===== config.mk =====
export PLATFORM = sky130hd
export DESIGN_NAME = dmac_reg_front
export DESIGN_NICKNAME = d
export VERILOG_FILES = /design/src/rtl/dmac_pkg.sv /design/src/rtl/dmac_chan.sv /design/src/rtl/dmac_ctl.sv /design/src/rtl/dmac_reg_front.sv
export SDC_FILE = /design/constraint.sdc
export NUM_CORES = 1
export LEC_CHECK = 0
export BUFFER_PORTS_ARGS = -buffer_cell sky130_fd_sc_hd__buf_4
export CAP_MARGIN = 10
export CORE_MARGIN = 4
export CORE_UTILIZATION = 61
export CTS_BUF_LIST = sky130_fd_sc_hd__clkbuf_2
export DETAILED_ROUTE_END_ITERATION = 6
export GPL_ROUTABILITY_DRIVEN = 0
export PLACE_DENSITY = 0.83
export RECOVER_POWER = 50
export REMOVE_ABC_BUFFERS = 1
export SLEW_MARGIN = 20
export SYNTH_ARGS = -nofsm -noshare
export SYNTH_HDL_FRONTEND = slang
export SYNTH_SLANG_ARGS = --single-unit

===== constraint.sdc =====
create_clock -name clk -period 3.1 [get_ports clk]
set_input_delay 0.62 -clock clk [delete_from_list [all_inputs] [get_ports clk]]
set_output_delay 0.62 -clock clk [all_outputs]
set_load 0.05 [all_outputs]

===== src/rtl/dmac_pkg.sv =====
package dmac_pkg;
  localparam int NCH    = 4;
  localparam int BYTE_W = 8;
  localparam int WORD_W = 2 * BYTE_W;
  localparam int SEL_W  = $clog2(NCH);

  localparam logic [3:0] P_CMD_STAT = 4'd8;
  localparam logic [3:0] P_SWREQ    = 4'd9;
  localparam logic [3:0] P_MASK1    = 4'd10;
  localparam logic [3:0] P_MODE     = 4'd11;
  localparam logic [3:0] P_PTRCLR   = 4'd12;
  localparam logic [3:0] P_TMP_MCLR = 4'd13;
  localparam logic [3:0] P_MASKCLR  = 4'd14;
  localparam logic [3:0] P_MASKALL  = 4'd15;

  localparam int MODE_AUTO = 4;
  localparam int MODE_DEC  = 5;
  localparam int CMD_OFF   = 2;
  localparam int SET_BIT   = 2;
endpackage


===== src/rtl/dmac_chan.sv =====
module dmac_chan
  import dmac_pkg::*;
(
  input  logic              clk,
  input  logic              rst_n,
  input  logic              wr_adr,
  input  logic              wr_cnt,
  input  logic              hi_sel,
  input  logic [BYTE_W-1:0] wdata,
  input  logic              mode_we,
  input  logic              step,
  input  logic              tc,
  output logic [WORD_W-1:0] cur_adr,
  output logic [WORD_W-1:0] cur_cnt,
  output logic [BYTE_W-1:0] mode
);
  logic [WORD_W-1:0] base_adr_q, base_adr_d, cur_adr_q, cur_adr_d;
  logic [WORD_W-1:0] base_cnt_q, base_cnt_d, cur_cnt_q, cur_cnt_d;
  logic [BYTE_W-1:0] mode_q;

  always_comb begin
    base_adr_d = base_adr_q;
    cur_adr_d  = cur_adr_q;
    base_cnt_d = base_cnt_q;
    cur_cnt_d  = cur_cnt_q;
    if (wr_adr || wr_cnt) begin
      if (wr_adr) begin
        if (hi_sel) begin
          base_adr_d[WORD_W-1:BYTE_W] = wdata;
          cur_adr_d[WORD_W-1:BYTE_W]  = wdata;
        end else begin
          base_adr_d[BYTE_W-1:0] = wdata;
          cur_adr_d[BYTE_W-1:0]  = wdata;
        end
      end
      if (wr_cnt) begin
        if (hi_sel) begin
          base_cnt_d[WORD_W-1:BYTE_W] = wdata;
          cur_cnt_d[WORD_W-1:BYTE_W]  = wdata;
        end else begin
          base_cnt_d[BYTE_W-1:0] = wdata;
          cur_cnt_d[BYTE_W-1:0]  = wdata;
        end
      end
    end else if (tc && mode_q[MODE_AUTO]) begin
      cur_adr_d = base_adr_q;
      cur_cnt_d = base_cnt_q;
    end else if (step) begin
      cur_adr_d = mode_q[MODE_DEC] ? cur_adr_q - 1'b1 : cur_adr_q + 1'b1;
      cur_cnt_d = cur_cnt_q - 1'b1;
    end
  end

  always_ff @(posedge clk or negedge rst_n) begin
    if (!rst_n) begin
      base_adr_q <= '0;
      cur_adr_q  <= '0;
      base_cnt_q <= '0;
      cur_cnt_q  <= '0;
    end else begin
      base_adr_q <= base_adr_d;
      cur_adr_q  <= cur_adr_d;
      base_cnt_q <= base_cnt_d;
      cur_cnt_q  <= cur_cnt_d;
    end
  end

  always_ff @(posedge clk) begin
    if (mode_we) mode_q <= wdata;
  end

  assign cur_adr = cur_adr_q;
  assign cur_cnt = cur_cnt_q;
  assign mode    = mode_q;
endmodule


===== src/rtl/dmac_ctl.sv =====
module dmac_ctl
  import dmac_pkg::*;
(
  input  logic              clk,
  input  logic              rst_n,
  input  logic [BYTE_W-1:0] wdata,
  input  logic              wr_cmd,
  input  logic              wr_req,
  input  logic              wr_mask1,
  input  logic              wr_ptrclr,
  input  logic              wr_mclr,
  input  logic              wr_maskclr,
  input  logic              wr_maskall,
  input  logic              rd_stat,
  input  logic              acc_ch,
  input  logic [NCH-1:0]    tc,
  input  logic [NCH-1:0]    autoinit,
  input  logic              temp_ld,
  input  logic [BYTE_W-1:0] temp_din,
  output logic [BYTE_W-1:0] cmd_q,
  output logic [NCH-1:0]    tcf_q,
  output logic [NCH-1:0]    sreq_q,
  output logic [NCH-1:0]    mask_q,
  output logic [BYTE_W-1:0] temp_q,
  output logic              ptr_q
);
  logic [BYTE_W-1:0] cmd_d, temp_d;
  logic [NCH-1:0]    tcf_d, sreq_d, mask_d;
  logic              ptr_d;
  logic [SEL_W-1:0]  sel;

  assign sel = wdata[SEL_W-1:0];

  always_comb begin
    cmd_d  = cmd_q;
    tcf_d  = tcf_q;
    sreq_d = sreq_q;
    mask_d = mask_q;
    temp_d = temp_q;
    ptr_d  = ptr_q;
    if (wr_mclr) begin
      cmd_d  = '0;
      tcf_d  = '0;
      sreq_d = '0;
      mask_d = '1;
      temp_d = '0;
      ptr_d  = 1'b0;
    end else begin
      if (wr_cmd)     cmd_d = wdata;
      if (rd_stat)    tcf_d = '0;
      if (wr_req)     sreq_d[sel] = wdata[SET_BIT];
      if (wr_mask1)   mask_d[sel] = wdata[SET_BIT];
      if (wr_maskclr) mask_d = '0;
      if (wr_maskall) mask_d = wdata[NCH-1:0];
      if (temp_ld)    temp_d = temp_din;
      if (wr_ptrclr)  ptr_d = 1'b0;
      else if (acc_ch) ptr_d = ~ptr_q;
      tcf_d  = tcf_d | tc;
      sreq_d = sreq_d & ~tc;
      mask_d = mask_d | (tc & ~autoinit);
    end
  end

  always_ff @(posedge clk or negedge rst_n) begin
    if (!rst_n) begin
      cmd_q  <= '0;
      tcf_q  <= '0;
      sreq_q <= '0;
      mask_q <= '1;
      temp_q <= '0;
      ptr_q  <= 1'b0;
    end else begin
      cmd_q  <= cmd_d;
      tcf_q  <= tcf_d;
      sreq_q <= sreq_d;
      mask_q <= mask_d;
      temp_q <= temp_d;
      ptr_q  <= ptr_d;
    end
  end
endmodule


===== src/rtl/dmac_reg_front.sv =====
module dmac_reg_front
  import dmac_pkg::*;
#(
  parameter int N_CH = NCH,
  parameter int DW   = BYTE_W,
  localparam int AW  = 2 * DW
) (
  input  logic              clk,
  input  logic              rst_n,
  input  logic              cs,
  input  logic              rd,
  input  logic              wr,
  input  logic [3:0]        addr,
  input  logic [DW-1:0]     wdata,
  output logic [DW-1:0]     rdata,
  input  logic [N_CH-1:0]   hw_req,
  input  logic [N_CH-1:0]   tc_pulse,
  input  logic [N_CH-1:0]   xfer_step,
  input  logic              temp_ld,
  input  logic [DW-1:0]     temp_din,
  output logic [DW-1:0]     cmd_word,
  output logic [N_CH*DW-1:0] ch_mode,
  output logic [N_CH*AW-1:0] ch_addr,
  output logic [N_CH*AW-1:0] ch_count,
  output logic [N_CH-1:0]   ch_mask,
  output logic [N_CH-1:0]   ch_enable,
  output logic [N_CH-1:0]   sw_req
);
  logic wr_s, rd_s, in_ch;
  logic [SEL_W-1:0] ch_idx;
  logic ptr_hi;
  logic [N_CH-1:0] tc_flags, autoinit;
  logic [DW-1:0]   temp_q;
  logic [AW-1:0]   adr_a [N_CH];
  logic [AW-1:0]   cnt_a [N_CH];
  logic [AW-1:0]   word;

  assign wr_s   = cs & wr;
  assign rd_s   = cs & rd;
  assign in_ch  = ~addr[3];
  assign ch_idx = addr[SEL_W:1];

  for (genvar n = 0; n < N_CH; n++) begin : g_ch
    logic [DW-1:0] mode_n;
    dmac_chan u_chan (
      .clk     (clk),
      .rst_n   (rst_n),
      .wr_adr  (wr_s & in_ch & (ch_idx == n) & ~addr[0]),
      .wr_cnt  (wr_s & in_ch & (ch_idx == n) & addr[0]),
      .hi_sel  (ptr_hi),
      .wdata   (wdata),
      .mode_we (wr_s & (addr == P_MODE) & (wdata[SEL_W-1:0] == n)),
      .step    (xfer_step[n]),
      .tc      (tc_pulse[n]),
      .cur_adr (adr_a[n]),
      .cur_cnt (cnt_a[n]),
      .mode    (mode_n)
    );
    assign autoinit[n]           = mode_n[MODE_AUTO];
    assign ch_mode[n*DW +: DW]   = mode_n;
    assign ch_addr[n*AW +: AW]   = adr_a[n];
    assign ch_count[n*AW +: AW]  = cnt_a[n];
  end

  dmac_ctl u_ctl (
    .clk        (clk),
    .rst_n      (rst_n),
    .wdata      (wdata),
    .wr_cmd     (wr_s & (addr == P_CMD_STAT)),
    .wr_req     (wr_s & (addr == P_SWREQ)),
    .wr_mask1   (wr_s & (addr == P_MASK1)),
    .wr_ptrclr  (wr_s & (addr == P_PTRCLR)),
    .wr_mclr    (wr_s & (addr == P_TMP_MCLR)),
    .wr_maskclr (wr_s & (addr == P_MASKCLR)),
    .wr_maskall (wr_s & (addr == P_MASKALL)),
    .rd_stat    (rd_s & (addr == P_CMD_STAT)),
    .acc_ch     ((wr_s | rd_s) & in_ch),
    .tc         (tc_pulse),
    .autoinit   (autoinit),
    .temp_ld    (temp_ld),
    .temp_din   (temp_din),
    .cmd_q      (cmd_word),
    .tcf_q      (tc_flags),
    .sreq_q     (sw_req),
    .mask_q     (ch_mask),
    .temp_q     (temp_q),
    .ptr_q      (ptr_hi)
  );

  assign ch_enable = ~ch_mask & {N_CH{~cmd_word[CMD_OFF]}};

  always_comb begin
    word  = addr[0] ? cnt_a[ch_idx] : adr_a[ch_idx];
    rdata = '0;
    if (rd_s) begin
      if (in_ch)                    rdata = ptr_hi ? word[AW-1:DW] : word[DW-1:0];
      else if (addr == P_CMD_STAT)  rdata = {sw_req | hw_req, tc_flags};
      else if (addr == P_TMP_MCLR)  rdata = temp_q;
    end
  end
endmodule


# [Word level (Yosys, flattened, before mapping)]
# Index checks and enable logic that the tools add are counted.
[word_totals] register_bits=317 output_inout_bits=188
[classes] reduce_logical=50 n_bitwise=44 mux=72 magnitude_cmp=3 n_eq_ne=30 add_sub_neg=12
[ops] cell="16-bit two-way mux" count=41
[ops] cell="16-bit by 1-bit subtractor with 16-bit output, second input constant" count=8
[ops] cell="3-bit AND reduction" count=32
[ops] cell="8-bit two-way mux" count=11
[ops] cell="16-bit by 1-bit adder with 16-bit output, second input constant" count=4
[ops] cell="16-bit binary-select mux with 2-bit select" count=2
[ops] cell="4-bit two-way mux" count=11
[ops] cell="4-bit equality test, second input constant" count=8
[ops] cell="1-bit bitwise AND" count=29
[ops] cell="2-bit by 1-bit inequality test with 1-bit output, second input constant" count=12
[ops] cell="3-bit nonzero test" count=5
[ops] cell="4-bit bitwise AND" count=3
[ops] cell="4-bit NOT" count=3
[ops] cell="4-bit bitwise OR" count=3
[ops] cell="4-bit bitwise mux" count=2
[ops] cell="2-bit equality test, second input constant" count=4
[ops] cell="2-bit inequality test, second input constant" count=4
[ops] cell="1-bit logical AND" count=5
[ops] cell="2-bit by 1-bit equality test with 1-bit output, second input constant" count=2
[ops] cell="2-bit zero test" count=2
[ops] cell="1-bit logical OR" count=4
[ops] cell="1-bit two-way mux" count=4
[ops] cell="1-bit NOT" count=4
[ops] cell="2-bit nonzero test" count=2
[ops] cell="other kinds (6)" count=6

# [Depth between registers and ports, before layout]
[depth] ltp_word=11 ltp_mapped=10

# [By module]
# From an unflattened synthesis, not the netlist that was laid out.
[unflattened] cells_unflattened=2000 hier_area_um2=19262.2
[modules_own_cells] mod="dmac_chan (g_ch[0].u_chan ...)" area_each_um2=4083.9 cells_per_inst=422 seq_area_each_um2=1841.8 n_inst=2
[modules_own_cells] mod="dmac_chan (g_ch[2].u_chan)" area_each_um2=4141.5 cells_per_inst=440 seq_area_each_um2=1841.8 n_inst=1
[modules_own_cells] mod="dmac_chan (g_ch[3].u_chan)" area_each_um2=4060.1 cells_per_inst=418 seq_area_each_um2=1841.8 n_inst=1
[modules_own_cells] mod="dmac_reg_front" area_each_um2=1582.8 cells_per_inst=185 seq_area_each_um2=0.0 n_inst=1
[modules_own_cells] mod="dmac_ctl" area_each_um2=1310.0 cells_per_inst=113 seq_area_each_um2=730.7 n_inst=1

# [Worst setup path after synthesis]
# No wires, ideal clock.
[synth_path] path_type="input -> output" startpoint="in addr[1]" endpoint="out rdata[0]" required_time_ns=2.480 cell_stages=6 path_slack_ns=-0.082 n_path_buf=2 arrival_time_ns=2.562 path_cell_list="buf_2 > buf_2 > mux4_1 > mux4_2 > a222oi_1 > nor2_1"
[synth_between] elab_chain_cells=8 word_cells_on_any_way=15 cone_classes="2 x eq/ne; 12 x mux; 1 x bitwise"
[synth_rtl] element="start, declared" line_no="dmac_reg_front.sv:13" source="input logic [3:0] addr,"
[synth_rtl] element="2-bit NOT with 3-bit output (not written as such)" line_no="dmac_reg_front.sv:93" source="word = addr[0] ? cnt_a[ch_idx] : adr_a[ch_idx];"
[synth_rtl] element="16-bit binary-select mux with 2-bit select" line_no="dmac_reg_front.sv:93"
[synth_rtl] element="16-bit two-way mux (not written as such) (2 in a row)" line_no="dmac_reg_front.sv:93"
[synth_rtl] element="16-bit two-way mux" line_no="dmac_reg_front.sv:93"
[synth_rtl] element="8-bit two-way mux" line_no="dmac_reg_front.sv:96" source="if (in_ch) rdata = ptr_hi ? word[AW-1:DW] : word[DW-1:0];"
[synth_rtl] element="8-bit two-way mux (*)" line_no="dmac_reg_front.sv:96"
[synth_rtl] element="8-bit two-way mux (*)" line_no="dmac_reg_front.sv:95" source="if (rd_s) begin"
[synth_rtl] element="end, declared" line_no="dmac_reg_front.sv:15" source="output logic [DW-1:0] rdata,"
# Every way passes the cells marked *; elsewhere a longest branch is shown, timed or not. The select of a mux whose other input is x is not followed.

# [Worst setup path in the final report]
[layout_path] startpoint="reg g_ch[0].u_chan.cur_cnt_q[10]" endpoint="out rdata[2]"
[layout_between] elab_chain_cells=7
[layout_rtl] element="start, declared" line_no="dmac_chan.sv:18" source="logic [WORD_W-1:0] base_cnt_q, base_cnt_d, cur_cnt_q, cur_cnt_d;"
[layout_rtl] element="start signal, assigned" line_no="dmac_chan.sv:64" source="cur_cnt_q <= cur_cnt_d;"
[layout_rtl] element="16-bit binary-select mux with 2-bit select" line_no="dmac_reg_front.sv:93"
[layout_rtl] element="16-bit two-way mux (not written as such) (2 in a row)" line_no="dmac_reg_front.sv:93"
[layout_rtl] element="16-bit two-way mux" line_no="dmac_reg_front.sv:93"
[layout_rtl] element="8-bit two-way mux (2 in a row)" line_no="dmac_reg_front.sv:96"
[layout_rtl] element="8-bit two-way mux" line_no="dmac_reg_front.sv:95"
# No other way between the ends. The select of a mux whose other input is x is not followed.

==> metrics.md <==
| Metric | Value |
|---|---|
| Least-Margin Pin Slew | 2670 ps |
| Class of the worst hold path | in -> reg |
| Number of synthesized flops with an enable pin | 32 |
| Sum Neg Setup Slack | -3870 ps |
| PwrDens | 774 mW/mm² |
| Detailed router's first-iteration violation count | 2745 |
| RSZ-0062 raised after global routing | true |
| Minimum clock period | 3660 ps |
| Critical path startpoint category | flop |
| Yosys top cell by area | dfrtp_1 |
| Relative slew slack | -0.782 |
| P_leak | 10.2 nW |
| Total GRT Usage | 0.399 |
| Crit path largest cell delay | 510 ps |
| Initial antenna violation count | 6 |
| Critical path type | reg -> out |
| Routed WL | 68300 µm |
| Seq/Total Area, Yosys | 0.430 |
| Htree depth | 3 |
| Worst setup margin | -560 ps |
| Distinct cells, synth | 82 |
| Outcome | complete, but fails checks |
| #FFs+latches synth | 317 |
| WHS | 28.1 ps |
| Drt first pass iters | 7 |
| Dpl hpwl | 46600 µm |
| Post-synthesis average cell area | 9.74 µm² |
| Post-synth ARST share | 0.899 |
| Max VDD drop | 0.653 mV |
| DIE HEIGHT | 184 µm |
| Clk_lat worst skew | 940 ps |
| Synth area leaders | dfrtp_1 (37%), mux2_2 (6.9%), edfxtp_1 (5.1%), mux4_2 (4.7%), nor2_1 (4.5%) |
| Max-cap violation count | 9 |
| Crit path top cell by count | mux4_2 |
| DR WL/cell | 24.8 µm |
| Num ports | 226 |
| R2R Path End | g_ch[1].u_chan.cur_adr[15] |
| Post-layout util | 0.747 |
| Worst EP required | 2480 ps |
| Hold_sp | temp_din[2] |
| YS warnings | 0 |
| Via count | 18700 |
| Hold depth | 3 |
| CTS tree | built |
| Detail Route Antenna Nets | 0 |
| # nets final | 2396 |
| Most frequent cells in the layout | buf_4 (341), nor2_1 (225), nand2_1 (198) |
| Clock Skew | 61.5 ps |
| DRC | 0 |
| DR vias/cell | 6.78 |
| Core area | 0.0305 mm² |
| R2r setup slk | 140 ps |
| Total global routing overflow | 0 |
| Final Hold Fails | 0 |
| Final setup fails | 8 |
| Largest net degree at the start of global routing | 79 |
| Buffers plus inverters on the worst setup path | 1 |
| CP endpoint kind | output port |
| First-pass GRT wire length | 104000 µm |
| Root Driver | clkbuf_2 |
| Worst-path cell chain | mux4_2, mux4_2, a222oi_1, nor2_1, buf_6 |
| Share of cells above drive strength 1 | 0.330 |
| Sinks on Clock Net | 317 |
| Commonest non-fill, non-tap cell in the layout | buf_4 |
| Vias in the first global route | 18200 |
| CP arrival | 3040 ps |
| Failing checks | capacitance limit, slew limit, setup timing |
| Crit Path Max Fanout | 5 |
| Layout area overhead | 21.2% |
| Mapped Cells | 1931 |
| Max Fclk | 273 MHz |
| Largest delay share family, worst path | multiplexers |
| Rows | 64 |
| Top cell type's share of synthesized area | 0.374 |
| Die footprint | 0.0337 mm² |
| Mapped Area | 0.0188 mm² |
| Synth Flop Type | dfrtp_1 |
| Effective utilization at floorplan | 0.617 |
| # port buffers | 225 |
| Clock transition at the registers of the reported paths | 110 ps |
| Hold EP | u_ctl.temp_q[2] |
| Final Slew Violations | 346 |
| Die X-Extent | 184 µm |
| Reg2Reg Depth | 10 |
| Part of the cycle the worst path needs | 1.18 |
| Crit-path slowest cell | mux4_2 |
| Clock tree buffer depth | 3 |
| TritonCTS Buffers | 80 |
| Critical R2R Launch | g_ch[1].u_chan.mode[5] |
-- what timing repair did --
action / 4_1_cts / 5_1_grt
hold buffers: 14 / 0
buffers inserted: 47 / 14
pin swaps: 6 / 4
gates resized for setup: 94 / 9
hold endpoints to repair: 79 / 0
setup endpoints to repair: 8 / 9
-- flip-flops by register name, indices dropped and copies added, names as in the netlist --
name                    flops
g_ch.u_chan.cur_adr        64
u_ctl.mask_q                4
u_ctl.tcf_q                 4
g_ch.u_chan.cur_cnt        64
u_ctl.cmd_q                 8
g_ch.u_chan.base_adr_q     64
g_ch.u_chan.base_cnt_q     64
u_ctl.temp_q                8
g_ch.u_chan.mode           32
u_ctl.ptr_q                 1
u_ctl.sreq_q                4
-- worst max-delay path by stage --
stage | start | end | slack [ps] | cells after the start
3_5_place_dp | addr[1] | rdata[7] | -260 | 7
3_3_place_gp | addr[1] | rdata[3] | -210 | 7
4_1_cts | g_ch[0].u_chan.cur_adr[3] | rdata[3] | -530 | 5
5_1_grt | g_ch[1].u_chan.cur_cnt[10] | rdata[2] | -650 | 5
6_report | g_ch[0].u_chan.cur_cnt[10] | rdata[2] | -560 | 5
2_1_floorplan | cs | g_ch[2].u_chan.cur_cnt[0] | -1260 | 6
-- logic make-up after synthesis --
| logic type | synth area share |
|---|---|
| xor gates and xnor gates | 0.0405 |
| and+or+nand+nor | 0.146 |
| muxes | 0.128 |
| DFF | 0.430 |
| adders and majority gates | 0.0442 |
| AOI/OAI and AO/OA | 0.180 |
| buffers and inverters | 0.0311 |
-- stage by stage --
| stage | cells | instance area, µm² | power [mW] | setup WS [ps] |
|---|---|---|---|---|
| CTS | 2739 | 22800 | 17.3 | -533 |
| detailed placement | 2533 | 21400 | 13.9 | -259 |
| global route | 2755 | 22800 | 18.4 | -646 |
| floorplan | 1814 | 18300 | 11.1 | -1260 |
| global placement | 2533 | 21400 | 13.6 | -207 |
| finish | 2756 | 22800 | 17.6 | -560 |
-- report_power, final --
part | switching [mW] | internal, mW | total, mW
Sequential | 1.29 | 5.09 | 6.39
Combinational | 4.98 | 3.19 | 8.17
Clock | 1.82 | 1.26 | 3.08
-- worst min-delay path, cell delays in order --
cell and delay [ps]:
buf_4 80, mux2i_1 70, nor2_1 110
-- per-layer routing --
metal,share of wire,global-route usage
met1,0.34,0.502
met2,0.43,0.586
met3,0.15,0.138
met4,0.078,0.260
met5,0.00041,0.00429
-- synth_stat cells (all sizes together) (12+ instances only) --
master	count
a211oi	42
a21o	21
a21oi	142
a221oi	12
a222oi	12
a31oi	32
buf	36
clkbuf	81
dfrtp	281
edfxtp	32
ha	60
inv	28
mux2	115
mux2i	20
mux4	40
nand2	198
nand3	32
nor2	228
nor3	54
nor4	15
o211ai	29
o21ai	133
o22ai	28
o31ai	17
or3	14
xnor2	53
xor2	34
-- cell type report --
| type | count | area (µm²) |
|---|---|---|
| multi-input cells | 1468 | 10100 |
| flip-flops and latches | 317 | 8220 |
| fillers | 2086 | 7720 |
| repair buffers | 398 | 3050 |
| clock buffers | 118 | 591 |
| well taps | 396 | 495 |
| clock inverters | 27 | 185 |
| inverters | 29 | 109 |
| diodes | 3 | 7.51 |
Power figures use the tool's default switching activity.
